## src/rtl/adc_scan_pkg.sv

```systemverilog
package adc_scan_pkg;

    localparam int unsigned CHAN_COUNT = 8;
    localparam int unsigned SAMPLE_W   = 14;
    localparam int unsigned HALF_W     = 16;

    typedef enum logic [1:0] {
        SEQ_IDLE   = 2'd0,
        SEQ_SAMPLE = 2'd1,
        SEQ_SCAN   = 2'd2
    } seq_state_e;

    typedef struct packed {
        logic [HALF_W-1:0] hi;
        logic [HALF_W-1:0] lo;
    } host_word_t;

    // Keep only the low dw bits of a half word; the bits above read zero.
    function automatic logic [HALF_W-1:0] clip_half(input logic [HALF_W-1:0] v, input int dw);
        logic [HALF_W-1:0] keep;
        keep = (HALF_W'(1) << dw) - HALF_W'(1);
        return v & keep;
    endfunction

endpackage

```

## src/rtl/adc_start_sel.sv

```systemverilog
module adc_start_sel (
    input  logic clk,
    input  logic rst,
    input  logic sw_start,
    input  logic trig_sel,
    input  logic ext_trig,
    input  logic tmr_out,
    output logic start_req
);
    logic ext_q;
    logic tmr_q;
    logic ext_fall;
    logic tmr_fall;

    always_ff @(posedge clk) begin
        if (rst) begin
            ext_q <= 1'b0;
            tmr_q <= 1'b0;
        end else begin
            ext_q <= ext_trig;
            tmr_q <= tmr_out;
        end
    end

    assign ext_fall  = ext_q & ~ext_trig;
    assign tmr_fall  = tmr_q & ~tmr_out;
    assign start_req = sw_start | (trig_sel ? tmr_fall : ext_fall);

endmodule

```

## src/rtl/adc_result_fifo.sv

```systemverilog
module adc_result_fifo #(
    parameter int DEPTH = 8,
    parameter int DW    = 14
) (
    input  logic                       clk,
    input  logic                       rst,
    input  logic                       flush,
    input  logic                       push,
    input  logic [DW-1:0]              push_data,
    input  logic                       pop,
    input  logic                       pop_two,
    output logic [DW-1:0]              head0,
    output logic [DW-1:0]              head1,
    output logic [$clog2(DEPTH+1)-1:0] level
);
    localparam int PW = (DEPTH > 1) ? $clog2(DEPTH) : 1;
    localparam int CW = $clog2(DEPTH + 1);

    logic [DW-1:0] mem [DEPTH];
    logic [PW-1:0] wr_ptr;
    logic [PW-1:0] rd_ptr;
    logic [CW-1:0] count;
    logic [1:0]    n_pop;
    logic          push_ok;

    function automatic logic [PW-1:0] adv(input logic [PW-1:0] p, input int n);
        int t;
        t = int'(p) + n;
        if (t >= DEPTH) t = t - DEPTH;
        return PW'(t);
    endfunction

    always_comb begin
        n_pop = 2'd0;
        if (pop) begin
            if (pop_two && count >= CW'(2)) n_pop = 2'd2;
            else if (count != '0)           n_pop = 2'd1;
        end
    end

    assign push_ok = push && (count < CW'(DEPTH));

    always_ff @(posedge clk) begin
        if (rst || flush) begin
            wr_ptr <= '0;
            rd_ptr <= '0;
            count  <= '0;
        end else begin
            if (push_ok) wr_ptr <= adv(wr_ptr, 1);
            rd_ptr <= adv(rd_ptr, int'(n_pop));
            count  <= count + CW'(push_ok) - CW'(n_pop);
        end
    end

    always_ff @(posedge clk) begin
        if (push_ok && !flush && !rst) mem[wr_ptr] <= push_data;
    end

    assign head0 = mem[rd_ptr];
    assign head1 = mem[adv(rd_ptr, 1)];
    assign level = count;

endmodule

```

## src/rtl/adc_scan_ctrl.sv

```systemverilog
module adc_scan_ctrl
    import adc_scan_pkg::*;
#(
    parameter int NCH = 8
) (
    input  logic                     clk,
    input  logic                     rst,
    input  logic                     start_req,
    input  logic [NCH-1:0]           mask_in,
    input  logic                     conv_valid,
    output logic                     sample_o,
    output logic                     req_o,
    output logic [$clog2(NCH)-1:0]   chan_o,
    output logic                     push_o,
    output logic                     flush_o,
    output logic                     eoc_n_o,
    output logic [NCH-1:0]           pend_o,
    output logic [$clog2(NCH+1)-1:0] left_o
);
    localparam int AW = $clog2(NCH);
    localparam int CW = $clog2(NCH + 1);

    seq_state_e     state;
    logic [NCH-1:0] pend;
    logic [CW-1:0]  left;
    logic           eoc_n;
    logic           hit;
    logic [NCH-1:0] low_bit;
    logic [CW-1:0]  mask_pop;

    always_comb begin
        chan_o = '0;
        for (int i = NCH - 1; i >= 0; i--) begin
            if (pend[i]) chan_o = AW'(i);
        end
    end

    always_comb begin
        mask_pop = '0;
        for (int i = 0; i < NCH; i++) mask_pop = mask_pop + CW'(mask_in[i]);
    end

    assign low_bit  = pend & (~pend + NCH'(1));
    assign sample_o = (state == SEQ_SAMPLE);
    assign req_o    = (state == SEQ_SCAN);
    assign hit      = req_o & conv_valid;
    assign push_o   = hit;
    assign flush_o  = start_req & (state == SEQ_IDLE);

    always_ff @(posedge clk) begin
        if (rst) begin
            state <= SEQ_IDLE;
            pend  <= '0;
            left  <= '0;
            eoc_n <= 1'b0;
        end else begin
            case (state)
                SEQ_IDLE: begin
                    if (start_req) begin
                        pend <= mask_in;
                        left <= mask_pop;
                        if (mask_in != '0) begin
                            state <= SEQ_SAMPLE;
                            eoc_n <= 1'b1;
                        end
                    end
                end
                SEQ_SAMPLE: state <= SEQ_SCAN;
                SEQ_SCAN: begin
                    if (hit) begin
                        pend <= pend & ~low_bit;
                        left <= left - CW'(1);
                        if (left == CW'(1)) begin
                            state <= SEQ_IDLE;
                            eoc_n <= 1'b0;
                        end
                    end
                end
                default: state <= SEQ_IDLE;
            endcase
        end
    end

    assign eoc_n_o = eoc_n;
    assign pend_o  = pend;
    assign left_o  = left;

endmodule

```

## src/rtl/adc_scan_seq.sv

```systemverilog
module adc_scan_seq
    import adc_scan_pkg::*;
#(
    parameter int NCH = CHAN_COUNT,
    parameter int DW  = SAMPLE_W
) (
    input  logic                   clk,
    input  logic                   rst,
    input  logic                   mask_wr,
    input  logic [NCH-1:0]         mask_wdata,
    input  logic                   start_rd,
    input  logic                   trig_sel,
    input  logic                   ext_trig,
    input  logic                   tmr_out,
    input  logic                   rd_en,
    input  logic                   rd_dual,
    output logic [2*HALF_W-1:0]    rd_data,
    output logic                   conv_sample,
    output logic                   conv_req,
    output logic [$clog2(NCH)-1:0] conv_chan,
    input  logic                   conv_valid,
    input  logic [DW-1:0]          conv_data,
    output logic                   eoc_n
);
    localparam int CW = $clog2(NCH + 1);

    logic [NCH-1:0] mask_q;
    logic           start_req;
    logic           push;
    logic           flush;
    logic [NCH-1:0] pend_mask;
    logic [CW-1:0]  left_cnt;
    logic [DW-1:0]  head0;
    logic [DW-1:0]  head1;
    logic [CW-1:0]  fifo_level;
    host_word_t     word;

    always_ff @(posedge clk) begin
        if (rst)          mask_q <= '0;
        else if (mask_wr) mask_q <= mask_wdata;
    end

    adc_start_sel u_start (
        .clk       (clk),
        .rst       (rst),
        .sw_start  (start_rd),
        .trig_sel  (trig_sel),
        .ext_trig  (ext_trig),
        .tmr_out   (tmr_out),
        .start_req (start_req)
    );

    adc_scan_ctrl #(.NCH(NCH)) u_ctrl (
        .clk        (clk),
        .rst        (rst),
        .start_req  (start_req),
        .mask_in    (mask_q),
        .conv_valid (conv_valid),
        .sample_o   (conv_sample),
        .req_o      (conv_req),
        .chan_o     (conv_chan),
        .push_o     (push),
        .flush_o    (flush),
        .eoc_n_o    (eoc_n),
        .pend_o     (pend_mask),
        .left_o     (left_cnt)
    );

    adc_result_fifo #(.DEPTH(NCH), .DW(DW)) u_fifo (
        .clk       (clk),
        .rst       (rst),
        .flush     (flush),
        .push      (push),
        .push_data (conv_data),
        .pop       (rd_en),
        .pop_two   (rd_dual),
        .head0     (head0),
        .head1     (head1),
        .level     (fifo_level)
    );

    always_comb begin
        word = '0;
        if (fifo_level != '0)
            word.lo = clip_half(HALF_W'(head0), DW);
        if (rd_dual && fifo_level >= CW'(2))
            word.hi = clip_half(HALF_W'(head1), DW);
    end

    assign rd_data = word;

endmodule


```

## config.mk

```make
export PLATFORM = sky130hd
export DESIGN_NAME = adc_scan_seq
export DESIGN_NICKNAME = d
export VERILOG_FILES = /design/src/rtl/adc_scan_pkg.sv /design/src/rtl/adc_start_sel.sv /design/src/rtl/adc_result_fifo.sv /design/src/rtl/adc_scan_ctrl.sv /design/src/rtl/adc_scan_seq.sv
export SDC_FILE = /design/constraint.sdc
export NUM_CORES = 1
export LEC_CHECK = 0
export BUFFER_PORTS_ARGS = -buffer_cell sky130_fd_sc_hd__buf_2
export CAP_MARGIN = 15
export CORE_MARGIN = 3
export CORE_UTILIZATION = 64
export DETAILED_ROUTE_END_ITERATION = 8
export PLACE_DENSITY = 0.86
export SYNTH_ARGS = -nofsm -noshare
export SYNTH_HDL_FRONTEND = slang
export SYNTH_SLANG_ARGS = --single-unit
export TNS_END_PERCENT = 1
```

## constraint.sdc

```tcl
create_clock -name clk -period 6.6 [get_ports clk]
set_clock_uncertainty 0.15 [all_clocks]
set_input_delay 0.99 -clock clk [delete_from_list [all_inputs] [get_ports clk]]
set_output_delay 0.99 -clock clk [all_outputs]
set_load 0.05 [all_outputs]
```

# == After elaboration in Yosys (flattened, before gate mapping) ==
# Memory sizes are Yosys's and may differ from the RTL's. A register that Yosys moved wholly into a read port is not among the register bits.
# Cells that the tools add are included.
# word_totals
latch_bits,0
mem_count,1
ramBits,112
rom_bits,0
output_inout_bits,38
reg_bits,35
# classes
eq_ne,7
n_shift,0
multipliers,0
n_div,0
n_reduce_logical,14
addsub,17
bitwise,11
magnitude_cmp,5
n_mux,36
# memory_table
name,words,width,rd,rd_ports_with_merged_regs,wr,line_no,text
u_fifo.mem,8,14,2,1,1,adc_result_fifo.sv:19,logic [DW-1:0] mem [DEPTH];
# ops
op,count
two-way mux 3 bit,12
adder 4 x 1 -> 4 bit,7
two-way mux 14 bit,2
AND 8 bit,2
two-way mux 8 bit,2
NOT 8 bit,2
case mux 8 bit (2 select lines),1
">= comparator 4 bit, second input constant",3
two-way mux 2 bit,6
"subtractor 3 x 1 -> 3 bit, second input constant",3
"adder 3 x 1 -> 4 bit, second input constant",2
"adder 8 x 1 -> 8 bit, second input constant",1
two-way mux 1 bit,8
two-way mux 4 bit,2
case mux 4 bit (2 select lines),1
nonzero test 8 bit,1
case mux 2 bit (3 select lines),1
AND reduction 5 bit,1
adder 3 x 2 -> 4 bit,1
AND 1 bit,4
"equality test 4 x 1 -> 1 bit, second input constant",1
">= comparator 4 x 2 -> 1 bit, second input constant",1
logical AND 1 bit,4
"less-than comparator 4 bit, second input constant",1
other kinds (17),21

# == Depth between registers and ports, before layout ==
# depth
ltp_word,10
ltp_mapped,12

# == By module ==
# Synthesis repeated with hierarchy kept, for this count alone.
# unflattened
hier_cells,486
area_unflattened_um2,7382.1
# modules_own_cells
mod,area_per_inst_um2,seq_area_each_um2,instances,cells_per_inst
adc_result_fifo,5736.8,3563.4,1,283
adc_scan_ctrl,1041.0,300.3,1,132
adc_scan_seq,533.0,160.2,1,64
adc_start_sel,71.3,40.0,1,7

# == Worst setup path before layout ==
# Ideal clock, no wire load.
# synth_path
kind,register -> output
startpoint,register u_fifo.rd_ptr[0]
endpoint,output rd_data[24]
t_arrival_ns,2.169
slack_ns,3.291
path_stages_with_launch,7
n_path_buf,2
cell_sequence,dfxtp_1 ha_1 buf_6 buf_6 mux4_2 nand2_1 a21oi_1
# synth_via
elab_chain_len,5
word_cells_on_any_way,6
classes_between,2 x add/sub; 1 x order compare; 2 x mux; 1 x memory
# synth_lines
element,line_no,text
from (decl),adc_result_fifo.sv:21,logic [PW-1:0] rd_ptr;
from (signal assigned),adc_result_fifo.sv:50,"rd_ptr <= adv(rd_ptr, int'(n_pop));"
adder 3 x 1 -> 4 bit *,adc_result_fifo.sv:28,t = int'(p) + n;
>= comparator 4 bit / subtractor 3 x 1 -> 3 bit (equally long branches),adc_result_fifo.sv:29,if (t >= DEPTH) t = t - DEPTH;
two-way mux 3 bit *,adc_result_fifo.sv:29,
memory read (8 x 14 bit) *,n/a,
two-way mux 14 bit *,adc_scan_seq.sv:86,if (rd_dual && fifo_level >= CW'(2))
to (decl),adc_scan_seq.sv:17,"output logic [2*HALF_W-1:0] rd_data,"
# Every way passes the cells marked *; elsewhere a longest branch is shown, timed or not.

# == Worst setup path in the final report ==
# layout_path
startpoint,register u_fifo.rd_ptr[0]
endpoint,output rd_data[28]
# Same word-level chain as after synthesis.

==> results.tsv <==
metric	value	unit
CTS tree	built	
Setup TNS	0	ps
Core Rows	38	
Critical Path Source Type	flop	
Hold Crit Depth	2	
dpl cells	686	
worst-path fanout max	28	
fmax	0.270	GHz
routed vias/inst	6.76	
commonest non-fill, non-tap cell in the layout	edfxtp_1	
GRT overflow	0	
Max IR drop VDD	284	µV
Synth-to-Final Area Change	14.0	%
DR WL/cell	24.5	µm
Starting Density	0.661	
worst hold start	mask_q[0]	
pwr/cell area	369	mW/mm²
critical path required time	5460	ps
Syn Std Cell Area	0.00722	mm²
LEAKAGE	0.00291	µW
clock sinks	147	
CTS Hold Bufs	0	
Main synth FF type	edfxtp_1	
routed via count	4853	
clk_lat worst skew	420	ps
part of the cycle the worst path needs	0.561	
wirelength, routed	17.6	mm
slowest CP cell	mux4_2	
I/O pins	70	
RePlAce Congestion	0.788	
Async SR Flop Fraction	0	
HP Class	reg2reg	
Critical Path AT	2560	ps
Initial DRC Count	448	
reg2reg start	mask_q[1]	
Post-DP HPWL	10.2	mm
Tmin final	3700	ps
setup bufs post-CTS	0	
worst slew pin tran	1090	ps
worst r2r path cells	11	
cell count after synthesis	501	
sequential area share after synthesis	0.563	
number of global-route vias before repair	4938	
Largest stage delay, worst path	580	ps
commonest non-fill, non-tap cells in the layout	edfxtp_1 (112), buf_2 (65), mux4_2 (56)	
Yosys cell types	50	
core box area	0.0109	mm²
post-CTS sizing	0	
number of diodes	0	
initial antenna violation count	0	
Slew Limit Headroom	0.262	
synth warn	0	
Total Power	3040	µW
DRC Markers	0	
area leader, netlist	edfxtp_1	
hold slack	356	ps
DR pass1 iterations	5	
total track usage	0.293	
Critical Path Sink Type	output pin	
WS Path Type	reg2out	
end of the worst register-to-register path	u_ctrl.left_o[2]	
# port buffers	65	
status	finished, final reports clean	
synth top area cells	edfxtp_1 (47%), mux4_2 (17%), dfxtp_1 (9.7%), mux2i_1 (3.3%), nand2_1 (2.4%)	
number of buffers created by CTS	17	
post-synth top area share	0.466	
Die Area	0.0126	mm²
Die Height	112	µm
synthesized area per cell	14.4	µm²
Final ANT Viol Nets	0	
internal reg-to-reg setup slack	3220	ps
ratio of cells with drive above 1 in the final layout	0.306	
synthesis-stage register bit count	147	
Reg clk slew, reported paths	70	ps
CP Cell Sequence	ha_1 -> buf_4 -> mux4_2 -> nand2_1 -> a21oi_1 -> buf_2	
chip width	112	µm
CTS root buf	clkbuf_16	
Final Hold Vio Count	0	
CTS H-tree depth	4	
fin cells	718	
first-pass GRT wire length	27.5	mm
Final Max Slew Viols	0	
Endpoint, Worst Hold	u_ctrl.pend_o[0]	
deepest clock path buffer count	2	
RSZ-0062 raised after global routing	false	
fin nets	616	
max_cap viols	0	
largest net degree at the start of global routing	59	
number of synthesized flops with an enable pin	112	
Final setup viols	0	
-- kinds of logic after synthesis --
kind of cell / Yosys count / share of synthesized area
DFF: 147 / 0.563
and+or+nand+nor: 136 / 0.0887
muxes: 80 / 0.208
buffers and inverters: 55 / 0.0433
AOI/OAI and AO/OA: 54 / 0.0469
adders and majority gates: 19 / 0.0391
xor gates and xnor gates: 9 / 0.0109
other: 1 / 0.000519
-- flip-flops by register name (all words and copies together), names as in the netlist --
register	cells
u_start.tmr_q	1
mask_q	8
u_fifo.rd_ptr	3
u_fifo.wr_ptr	3
u_ctrl.pend_o	8
u_ctrl.eoc_n_o	1
u_start.ext_q	1
u_fifo.mem	112
u_fifo.level	4
u_ctrl.state	2
u_ctrl.left_o	4
-- cells in the mapped netlist, types with 6 or more instances --
cell      instances
edfxtp_1        112
mux4_2           56
nand2_1          47
nor2_1           43
dfxtp_1          35
a21oi_1          26
inv_1            24
mux2i_1          24
ha_1             13
nand3_1          13
buf_6            10
buf_2             9
o21ai_0           7
clkbuf_1          6
fa_1              6
nor2b_1           6
-- critical path, delay by kind of cell, from the launching register on --
| family | cells | cell delay [ps] |
|---|---|---|
| flops | 1 | 320 |
| mux | 1 | 580 |
| buf+inv | 2 | 750 |
| compound gates | 1 | 90 |
| simple gates | 1 | 110 |
| fa+ha+maj | 1 | 280 |
-- layout make-up --
class                      count  area (µm²)
clock buffer                  18         429
timing repair buffer          73         385
multi-input combinational    302        2890
inverter                      24        90.1
fill                         636        2700
tap                          140         175
clock inverter                14         200
sequential                   147        4070
-- how the worst max path moves through the flow --
stage | end | from | cells after the start | slack, ps
after detailed placement | u_fifo.mem[7][3] | conv_valid | 4 | 2800
after global routing | rd_data[12] | u_fifo.rd_ptr[0] | 5 | 2690
after CTS | rd_data[28] | u_fifo.rd_ptr[0] | 6 | 2860
final | rd_data[28] | u_fifo.rd_ptr[0] | 6 | 2900
after global placement | u_fifo.mem[7][3] | conv_valid | 4 | 3010
after floorplan | rd_data[24] | u_fifo.rd_ptr[0] | 6 | 3290
-- metal layers --
| layer | GRT usage | up-vias | routed length, µm |
|---|---|---|---|
| li1 | - | 2034 | - |
| met1 | 0.366 | 2441 | 6260 |
| met2 | 0.492 | 329 | 9310 |
| met3 | 0.0642 | 49 | 1490 |
| met4 | 0.143 | 0 | 543 |
| met5 | 0 | - | 0 |
-- report_power, final --
| part | leakage (µW) | total (µW) | switching, µW | internal [µW] |
|---|---|---|---|---|
| clock | 0.000300 | 1020 | 386 | 638 |
| sequential | 0.00129 | 1040 | 22.4 | 1020 |
| combinational | 0.00132 | 978 | 647 | 331 |
| total | 0.00291 | 3040 | 1060 | 1990 |
-- through the flow --
stage	utilization	cell area (µm²)	worst slack (ps)
global route	0.753	8240	2690
finish	0.753	8240	2900
floorplan	-	7230	3290
CTS	0.753	8240	2860
global placement	0.696	7610	3010
detailed placement	0.696	7610	2800
Power figures use the tool's default switching activity.
